File: src/rtl/trap_xform_pkg.sv
package trap_xform_pkg;
  localparam int unsigned INSN_W  = 32;
  localparam int unsigned OFS_W   = 5;
  localparam int unsigned OFS_LSB = 15;

  localparam logic [1:0] XL32 = 2'd0;

  localparam logic [6:0] OPC_LOAD   = 7'h03;
  localparam logic [6:0] OPC_FLOAD  = 7'h07;
  localparam logic [6:0] OPC_STORE  = 7'h23;
  localparam logic [6:0] OPC_FSTORE = 7'h27;
  localparam logic [6:0] OPC_AMO    = 7'h2f;
  localparam logic [6:0] OPC_SYSTEM = 7'h73;
  localparam logic [2:0] F3_HYPMEM  = 3'd4;

  localparam logic [INSN_W-1:0] PSEUDO_RV32 = 32'h0000_2000;
  localparam logic [INSN_W-1:0] PSEUDO_WIDE = 32'h0000_3000;

  typedef struct packed {
    logic              hit;
    logic [2:0]        size_k;
    logic [INSN_W-1:0] body;
  } xform_t;

  function automatic logic is_rv32(input logic [1:0] xl);
    return xl == XL32;
  endfunction

  function automatic logic is_rv128(input logic [1:0] xl);
    return xl[1];
  endfunction
endpackage

File: src/rtl/trap_xform_rvc.sv
module trap_xform_rvc
  import trap_xform_pkg::*;
(
  input  logic [15:0] c_insn_i,
  input  logic [1:0]  xlen_i,
  output xform_t      res_o
);
  logic [1:0] quad;
  logic [2:0] f3;
  logic [4:0] reg_ld, reg_st;
  logic       hit, is_fp, is_st, is_dbl, rv32, rv128;
  logic [6:0] opc;
  logic       unused_imm;

  assign unused_imm = c_insn_i[12];
  assign quad  = c_insn_i[1:0];
  assign f3    = c_insn_i[15:13];
  assign rv32  = is_rv32(xlen_i);
  assign rv128 = is_rv128(xlen_i);

  // quadrant 0 uses the 3-bit register window x8..x15
  assign reg_ld = (quad == 2'b00) ? {2'b01, c_insn_i[4:2]} : c_insn_i[11:7];
  assign reg_st = (quad == 2'b00) ? {2'b01, c_insn_i[4:2]} : c_insn_i[6:2];

  always_comb begin
    hit = 1'b0; is_fp = 1'b0; is_st = 1'b0; is_dbl = 1'b0;
    if (quad == 2'b00 || quad == 2'b10) begin
      case (f3)
        3'd1: begin hit = !rv128; is_fp = 1'b1; is_dbl = 1'b1; end
        3'd2: hit = 1'b1;
        3'd3: begin hit = 1'b1; is_fp = rv32; is_dbl = !rv32; end
        3'd5: begin hit = !rv128; is_fp = 1'b1; is_st = 1'b1; is_dbl = 1'b1; end
        3'd6: begin hit = 1'b1; is_st = 1'b1; end
        3'd7: begin hit = 1'b1; is_st = 1'b1; is_fp = rv32; is_dbl = !rv32; end
        default: ;
      endcase
    end
  end

  always_comb begin
    opc    = is_st ? OPC_STORE : OPC_LOAD;
    opc[2] = is_fp;
    res_o.hit    = hit;
    res_o.size_k = is_dbl ? 3'd3 : 3'd2;
    res_o.body   = '0;
    if (hit) begin
      res_o.body[6:0]   = opc;
      res_o.body[14:12] = is_dbl ? 3'd3 : 3'd2;
      if (is_st) res_o.body[24:20] = reg_st;
      else       res_o.body[11:7]  = reg_ld;
    end
  end
endmodule

File: src/rtl/trap_xform_full.sv
module trap_xform_full
  import trap_xform_pkg::*;
(
  input  logic [INSN_W-1:0] insn_i,
  output xform_t            res_o
);
  logic [6:0] opc;
  logic [2:0] f3;

  assign opc = insn_i[6:0];
  assign f3  = insn_i[14:12];

  always_comb begin
    res_o = '0;
    case (opc)
      OPC_LOAD, OPC_FLOAD: begin
        res_o.hit          = 1'b1;
        res_o.size_k       = (opc == OPC_LOAD) ? {1'b0, f3[1:0]} : f3;
        res_o.body         = insn_i;
        res_o.body[31:20]  = '0;
      end
      OPC_STORE, OPC_FSTORE: begin
        res_o.hit          = 1'b1;
        res_o.size_k       = (opc == OPC_STORE) ? {1'b0, f3[1:0]} : f3;
        res_o.body         = insn_i;
        res_o.body[31:25]  = '0;
        res_o.body[11:7]   = '0;
      end
      OPC_AMO: begin
        res_o.hit    = 1'b1;
        res_o.size_k = f3;
        res_o.body   = insn_i;
      end
      OPC_SYSTEM: begin
        if (f3 == F3_HYPMEM) begin
          res_o.hit    = 1'b1;
          res_o.size_k = {1'b0, insn_i[27:26]};
          res_o.body   = insn_i;
        end
      end
      default: ;
    endcase
  end
endmodule

File: src/rtl/trap_xform_ofs.sv
module trap_xform_ofs
  import trap_xform_pkg::*;
#(
  parameter int unsigned ADDR_W = 64
) (
  input  logic [ADDR_W-1:0] fault_addr_i,
  input  logic [ADDR_W-1:0] orig_addr_i,
  input  logic [2:0]        size_k_i,
  output logic [OFS_W-1:0]  ofs_o
);
  logic [ADDR_W-1:0] diff;
  logic              below, big;
  logic [OFS_W-1:0]  sat, mask;

  assign diff  = fault_addr_i - orig_addr_i;
  assign below = fault_addr_i < orig_addr_i;
  assign big   = |diff[ADDR_W-1:OFS_W];
  // shifts of OFS_W or more leave the mask all ones
  assign mask  = ~({OFS_W{1'b1}} << size_k_i);
  assign sat   = below ? '0 : (big ? '1 : diff[OFS_W-1:0]);
  assign ofs_o = sat & mask;
endmodule

File: src/rtl/trap_insn_xform.sv
module trap_insn_xform
  import trap_xform_pkg::*;
#(
  parameter int unsigned XLEN_MAX = 64,
  parameter int unsigned ADDR_W   = 64
) (
  input  logic                clk_i,
  input  logic                rst_ni,
  input  logic                valid_i,
  input  logic [31:0]         insn_i,
  input  logic [1:0]          xlen_i,
  input  logic                walk_fault_i,
  input  logic [ADDR_W-1:0]   fault_addr_i,
  input  logic [ADDR_W-1:0]   orig_addr_i,
  output logic [XLEN_MAX-1:0] tinst_o
);
  xform_t              rvc_res, full_res, sel;
  logic                is_cmp;
  logic [OFS_W-1:0]    ofs;
  logic [INSN_W-1:0]   word_d;
  logic [XLEN_MAX-1:0] tinst_d, tinst_q;

  trap_xform_rvc u_rvc (
    .c_insn_i (insn_i[15:0]),
    .xlen_i   (xlen_i),
    .res_o    (rvc_res)
  );

  trap_xform_full u_full (
    .insn_i (insn_i),
    .res_o  (full_res)
  );

  assign is_cmp = insn_i[1:0] != 2'b11;
  assign sel    = is_cmp ? rvc_res : full_res;

  trap_xform_ofs #(.ADDR_W(ADDR_W)) u_ofs (
    .fault_addr_i (fault_addr_i),
    .orig_addr_i  (orig_addr_i),
    .size_k_i     (sel.size_k),
    .ofs_o        (ofs)
  );

  always_comb begin
    word_d = '0;
    if (walk_fault_i) begin
      word_d = is_rv32(xlen_i) ? PSEUDO_RV32 : PSEUDO_WIDE;
    end else if (sel.hit) begin
      word_d = sel.body;
      word_d[OFS_LSB +: OFS_W] = ofs;
      if (is_cmp) word_d[1] = 1'b0;
    end
  end

  if (XLEN_MAX > INSN_W) begin : g_wide
    assign tinst_d = {{(XLEN_MAX-INSN_W){1'b0}}, word_d};
  end else begin : g_narrow
    assign tinst_d = word_d;
  end

  always_ff @(posedge clk_i or negedge rst_ni) begin
    if (!rst_ni)      tinst_q <= '0;
    else if (valid_i) tinst_q <= tinst_d;
  end

  assign tinst_o = tinst_q;
endmodule

File: config.mk
export PLATFORM = sky130hd
export DESIGN_NAME = trap_insn_xform
export DESIGN_NICKNAME = d
export VERILOG_FILES = /design/src/rtl/trap_xform_pkg.sv /design/src/rtl/trap_xform_rvc.sv /design/src/rtl/trap_xform_full.sv /design/src/rtl/trap_xform_ofs.sv /design/src/rtl/trap_insn_xform.sv
export SDC_FILE = /design/constraint.sdc
export NUM_CORES = 1
export LEC_CHECK = 0
export ABC_AREA = 1
export BUFFER_PORTS_ARGS = -buffer_cell sky130_fd_sc_hd__buf_4
export CAP_MARGIN = 20
export CORE_AREA = 2 2 107 151
export DETAILED_ROUTE_END_ITERATION = 6
export DIE_AREA = 0 0 109 153
export PLACE_DENSITY = 0.82
export SETUP_SLACK_MARGIN = 0.05
export SKIP_LAST_GASP = 1
export SYNTH_ARGS = -nofsm -noshare
export SYNTH_HDL_FRONTEND = slang
export SYNTH_SLANG_ARGS = --single-unit
File: constraint.sdc
create_clock -name clk_i -period 0.8 [get_ports clk_i]
set_input_delay 0.12 -clock clk_i [delete_from_list [all_inputs] [get_ports clk_i]]
set_output_delay 0.12 -clock clk_i [all_outputs]
set_load 0.05 [all_outputs]
==> flow_metrics.py, run 1 <==
metrics = {
    "run_status": {
        "status": "stopped before the end",
        "lastStage": "5_1_grt",
        "error_line": "[ERROR GRT-0116] Global routing finished with congestion. Check the congestion regions in the DRC Viewer.",
    },
    "synth": {
        "netlist_area_um2": 8290,
        "synthDistinctLibCells": 39,
        "yosysSeqAreaShare_pct": 9.66,
        "ys.warnings.count": 0,
        "synthCells": 1654,
        "ys_ff_latch": 32,
        "syn_area_per_cell_um2": 5.01,
    },
    "placed_design": {
        "gp_congestion": 1.04,
        "dpl.hpwl_um": 26900,
        "port_buffers": 193,
    },
    "grt": {
        "grt_pass1_vias": 14500,
        "grt_usage_pct": 68.6,
        "overflow": 1,
        "grt_max_degree": 35,
        "grt_pass1_wl_um": 84800,
    },
    "floorplan": {
        "die_w_um": 109,
        "start_util_pct": 54.0,
        "rows": 54,
        "die_y_um": 153,
        "io_pins": 230,
    },
    "clock_tree": {
        "clockBufferDepth": 2,
        "clkSinkCount": 32,
        "root_buffer": "clkbuf_16",
        "htree_levels": 2,
        "cts_buffers": 5,
    },
}
[what timing repair did]
item | CTS
endpoints found under the setup margin | 64
endpoints found under the hold margin | 32
pin swaps | 67
resized for setup | 266
buffers inserted | 34
hold buffers | 1
[metal layers]
metal  global-route usage, %  GRT overflow
met5                    26.7             0
met4                    62.4             0
met3                    55.1             0
met2                    84.7             0
met1                    68.7             1
[logic make-up after synthesis]
logic type | share of synthesized area, %
buf+inv | 22.0
flops | 9.66
simple gates | 49.2
fa+ha+maj | 9.90
other cells | 0.0452
xor+xnor | 1.48
compound gates | 7.74
[synth_stat cells (all sizes together)]
master / number / area share, %
clkbuf: 3 / 0.14
and3: 2 / 0.15
nand3b: 6 / 0.54
o21bai: 8 / 0.72
nor3: 15 / 1.3
nor4: 1 / 0.15
o221ai: 1 / 0.11
o211ai: 1 / 0.091
o21a: 1 / 0.091
xnor2: 7 / 0.74
conb: 1 / 0.045
clkinv: 1 / 0.045
xor2: 7 / 0.74
dfrtp: 32 / 9.7
inv: 417 / 19
o31ai: 7 / 0.63
a21oi: 59 / 3.6
ha: 64 / 9.7
buf: 32 / 2.9
fa: 1 / 0.24
o21ai: 35 / 2.1
and2: 3 / 0.24
or2: 1 / 0.076
nor2: 149 / 7.2
a31oi: 3 / 0.23
nand3: 91 / 6.3
nand4: 24 / 1.8
a21boi: 1 / 0.091
nand2: 680 / 31
a32oi: 1 / 0.11
[through the flow]
stage               cell area, um^2  std cells  setup slack [ns]  utilization [%]  hold slack (ns)
detailed placement            11600       2256             -1.92             75.6           0.0789
global placement              11600       2256             -1.86             75.6           0.0727
CTS                           13200       2296             -1.41             86.0           0.0923
floorplan                      8520       1685             -1.26                -           -0.176
==> inputs of run 2 (changes only) <==
- CORE_AREA: 2 2 107 151 -> 2 2 147 149
- DIE_AREA: 0 0 109 153 -> 0 0 149 151
- PLACE_DENSITY: 0.82 -> default
- PLACE_DENSITY_LB_ADDON: default -> 0.15
- SETUP_SLACK_MARGIN: 0.05 -> default
==> flow_metrics.py, run 2 <==
metrics = {
    "setup_path": {
        "worstSetupPathType": "input pin to register",
        "endpoint_kind": "register",
        "cp.arrival_ns": 2.43,
        "worstPathMaxFanout": 5,
        "cp.required_ns": 0.96,
        "critPathLaunchType": "input pin",
        "r2r_slack_ns": -0.10,
    },
    "cells_and_area": {
        "largest_reg_flops": 32,
        "fin_cells": 2391,
        "final_common_cell": "nand2_1",
        "n_antenna_cell": 0,
        "layout_common_cells": "544 x nand2_1, 387 x buf_4, 374 x inv_1",
        "fill_cells": 1906,
        "drive_gt1_share_pct": 40.3,
        "fin_nets": 2346,
        "fin_area_um2": 14200,
        "syn_to_final_growth_pct": 71.2,
    },
    "clock_tree": {
        "tritoncts": "yes",
        "clk_pin_slew_ns": 0.05,
        "htree_levels": 2,
        "clkSinkCount": 32,
        "clockBufferDepth": 2,
        "root_buffer": "clkbuf_16",
        "insertion_delay_ns": 0.28,
        "cts_buffers": 5,
    },
    "floorplan": {
        "die_y_um": 151,
        "start_util_pct": 39.8,
        "core_region_area_um2": 20800,
        "io_pins": 230,
        "rows": 53,
        "die_w_um": 149,
        "die-area_um2": 22500,
    },
    "synth": {
        "synthArstFlopShare_pct": 100,
        "synthDistinctLibCells": 39,
        "synth_top_family_by_area": "simple AND/OR/NAND/NOR gates",
        "ys.warnings.count": 0,
        "synth_flop_cell": "dfrtp_1",
        "yosysSeqAreaShare_pct": 9.66,
        "synthAdderAreaFrac_pct": 9.90,
        "synth_edf_count": 0,
        "synthXorXnorAreaFrac_pct": 1.48,
        "ys_ff_latch": 32,
        "synthCells": 1654,
        "ys_top_cells_by_count": "661 x nand2_1, 412 x inv_1, 137 x nor2_1",
        "synthTopCellsByArea": "nand2_1 30%, inv_1 19%, dfrtp_1 9.7%",
        "synth_most_common_cell": "nand2_1",
        "synth_compound_area_share_pct": 7.74,
        "synth_top_cell_area_share_pct": 29.9,
        "syn_area_per_cell_um2": 5.01,
        "netlist_area_um2": 8290,
        "synthMuxAreaShare_pct": 0,
        "synthSimpleGateAreaFrac_pct": 49.2,
        "synth_top_area_cell": "nand2_1",
    },
    "sta": {
        "hold_viol": 0,
        "fin_hold_ws_ns": 0.103,
        "fin_skew_ns": 0,
        "slew_violations": 0,
        "setup_viol": 64,
        "max_slew_margin_pct": 63.2,
        "fmax_mhz": 442,
        "worst_slack_ns": -1.46,
        "worst_pin_slew_ns": 0.549,
        "rsz0062_at_grt": "yes",
        "min_period_ns": 2.26,
        "min_period_over_period_pct": 283,
    },
    "route": {
        "antenna_left": 0,
        "firstDrtPassIters": 6,
        "route.detailed.drc": 0,
        "wl_per_cell_um": 13.9,
        "avgViaCountPerCell": 4.71,
        "vias": 11300,
        "first_iter_violations": 435,
        "drt_wl_total_um": 33300,
    },
    "grt": {
        "grt_max_degree": 35,
        "grt_usage_pct": 27.7,
        "grt_pass1_vias": 10500,
        "grt_pass1_wl_um": 50000,
        "antenna_found_initial": 0,
        "overflow": 0,
    },
    "placed_design": {
        "dpl.hpwl_um": 26200,
        "dp_slack_ns": -1.92,
        "gp_congestion": 0.942,
        "dpl_cell_area_um2": 11700,
        "port_buffers": 193,
        "post-place-cells": 2334,
    },
    "run_status": {
        "status": "complete, but fails checks",
        "violations": "negative setup slack",
    },
    "pwr": {
        "ir_drop_mv": 0.669,
        "total_leakage_power_uw": 0.00829,
        "total_power_uw": 13000,
        "pwr_density_cell_nw_per_um2": 915,
    },
    "hold_path": {
        "hp-class": "input pin to register",
    },
    "job": {
        "cap_violations": 0,
    },
}
run 2: final cells by class:
class | instances | area (um^2) | area share (%)
Clock inverter | 1 | 30.0 | 0.212
Tap cell | 275 | 344 | 2.42
Clock buffer | 7 | 153 | 1.08
Multi-Input combinational cell | 1200 | 7550 | 53.2
Timing Repair Buffer | 458 | 3720 | 26.2
Inverter | 418 | 1590 | 11.2
Sequential cell | 32 | 801 | 5.64
run 2: cell families (layout without fill, tap and decap cells):
logic type | after synthesis | in the layout
buffers and inverters | 453 | 884
AO/OA/AOI/OAI | 117 | 117
other | 1 | 32
adder cells (fa/ha/maj) | 65 | 65
XOR/XNOR | 14 | 14
AND/OR/NAND/NOR | 972 | 972
flip-flops | 32 | 32
run 2: critical path: stages:
cell and delay [ns]:
buf_4 0.08, inv_1 0.05, ha_4 0.27, nand2_2 0.09
nor2_4 0.15, buf_4 0.12, inv_2 0.04, nor3_4 0.19
nand3_2 0.13, nand2_2 0.13, nand2_1 0.07, nand2_1 0.11
xnor2_1 0.13, nand2_1 0.09, nor2_1 0.12, nand2_1 0.09
nor2_4 0.22, nand3_2 0.10, nand2_1 0.07, nand2_1 0.06
run 2: final timing paths:
check / end / cells after the start / start
min in group asynchronous: tinst_o[3]$_DFFE_PN0P_ / 2 / rst_ni
min: tinst_o[30]$_DFFE_PN0P_ / 3 / insn_i[30]
min reg2reg: tinst_o[31]$_DFFE_PN0P_ / 2 / tinst_o[31]$_DFFE_PN0P_
max reg2reg: tinst_o[12]$_DFFE_PN0P_ / 4 / tinst_o[12]$_DFFE_PN0P_
max in group asynchronous: tinst_o[15]$_DFFE_PN0P_ / 2 / rst_ni
max: tinst_o[19]$_DFFE_PN0P_ / 20 / orig_addr_i[19]
run 2: power by group:
part | switching, uW | internal [uW] | total, uW
registers | 30.5 | 1660 | 1690
clock network | 682 | 1640 | 2320
logic | 5120 | 3850 | 8970
run 2: repair_timing:
item,CTS,global route
hold buffers,1,0
pin swaps,49,85
hold endpoints to repair,32,0
setup endpoints to repair,64,64
buffers inserted,36,21
resized for setup,279,204
run 2: metal layers:
metal  vias to the layer above  part of all wire, %  global-route usage, %
met1                      5067                   42                   33.5
met4                         0                  3.5                   9.48
li1                       5802                    -                      -
met5                         -                    0                      0
met3                        73                  4.8                   2.77
met2                       313                   50                   51.0
run 2: stage by stage:
stage	util (%)	TNS, ns
after CTS	63.7	-22.23
after global placement	56.1	-28.01
after global routing	68.2	-27.31
after floorplan	-	-17.12
after detailed placement	56.1	-28.41
final	68.2	-24.60
No activity file was read; power rests on OpenSTA's default activity.
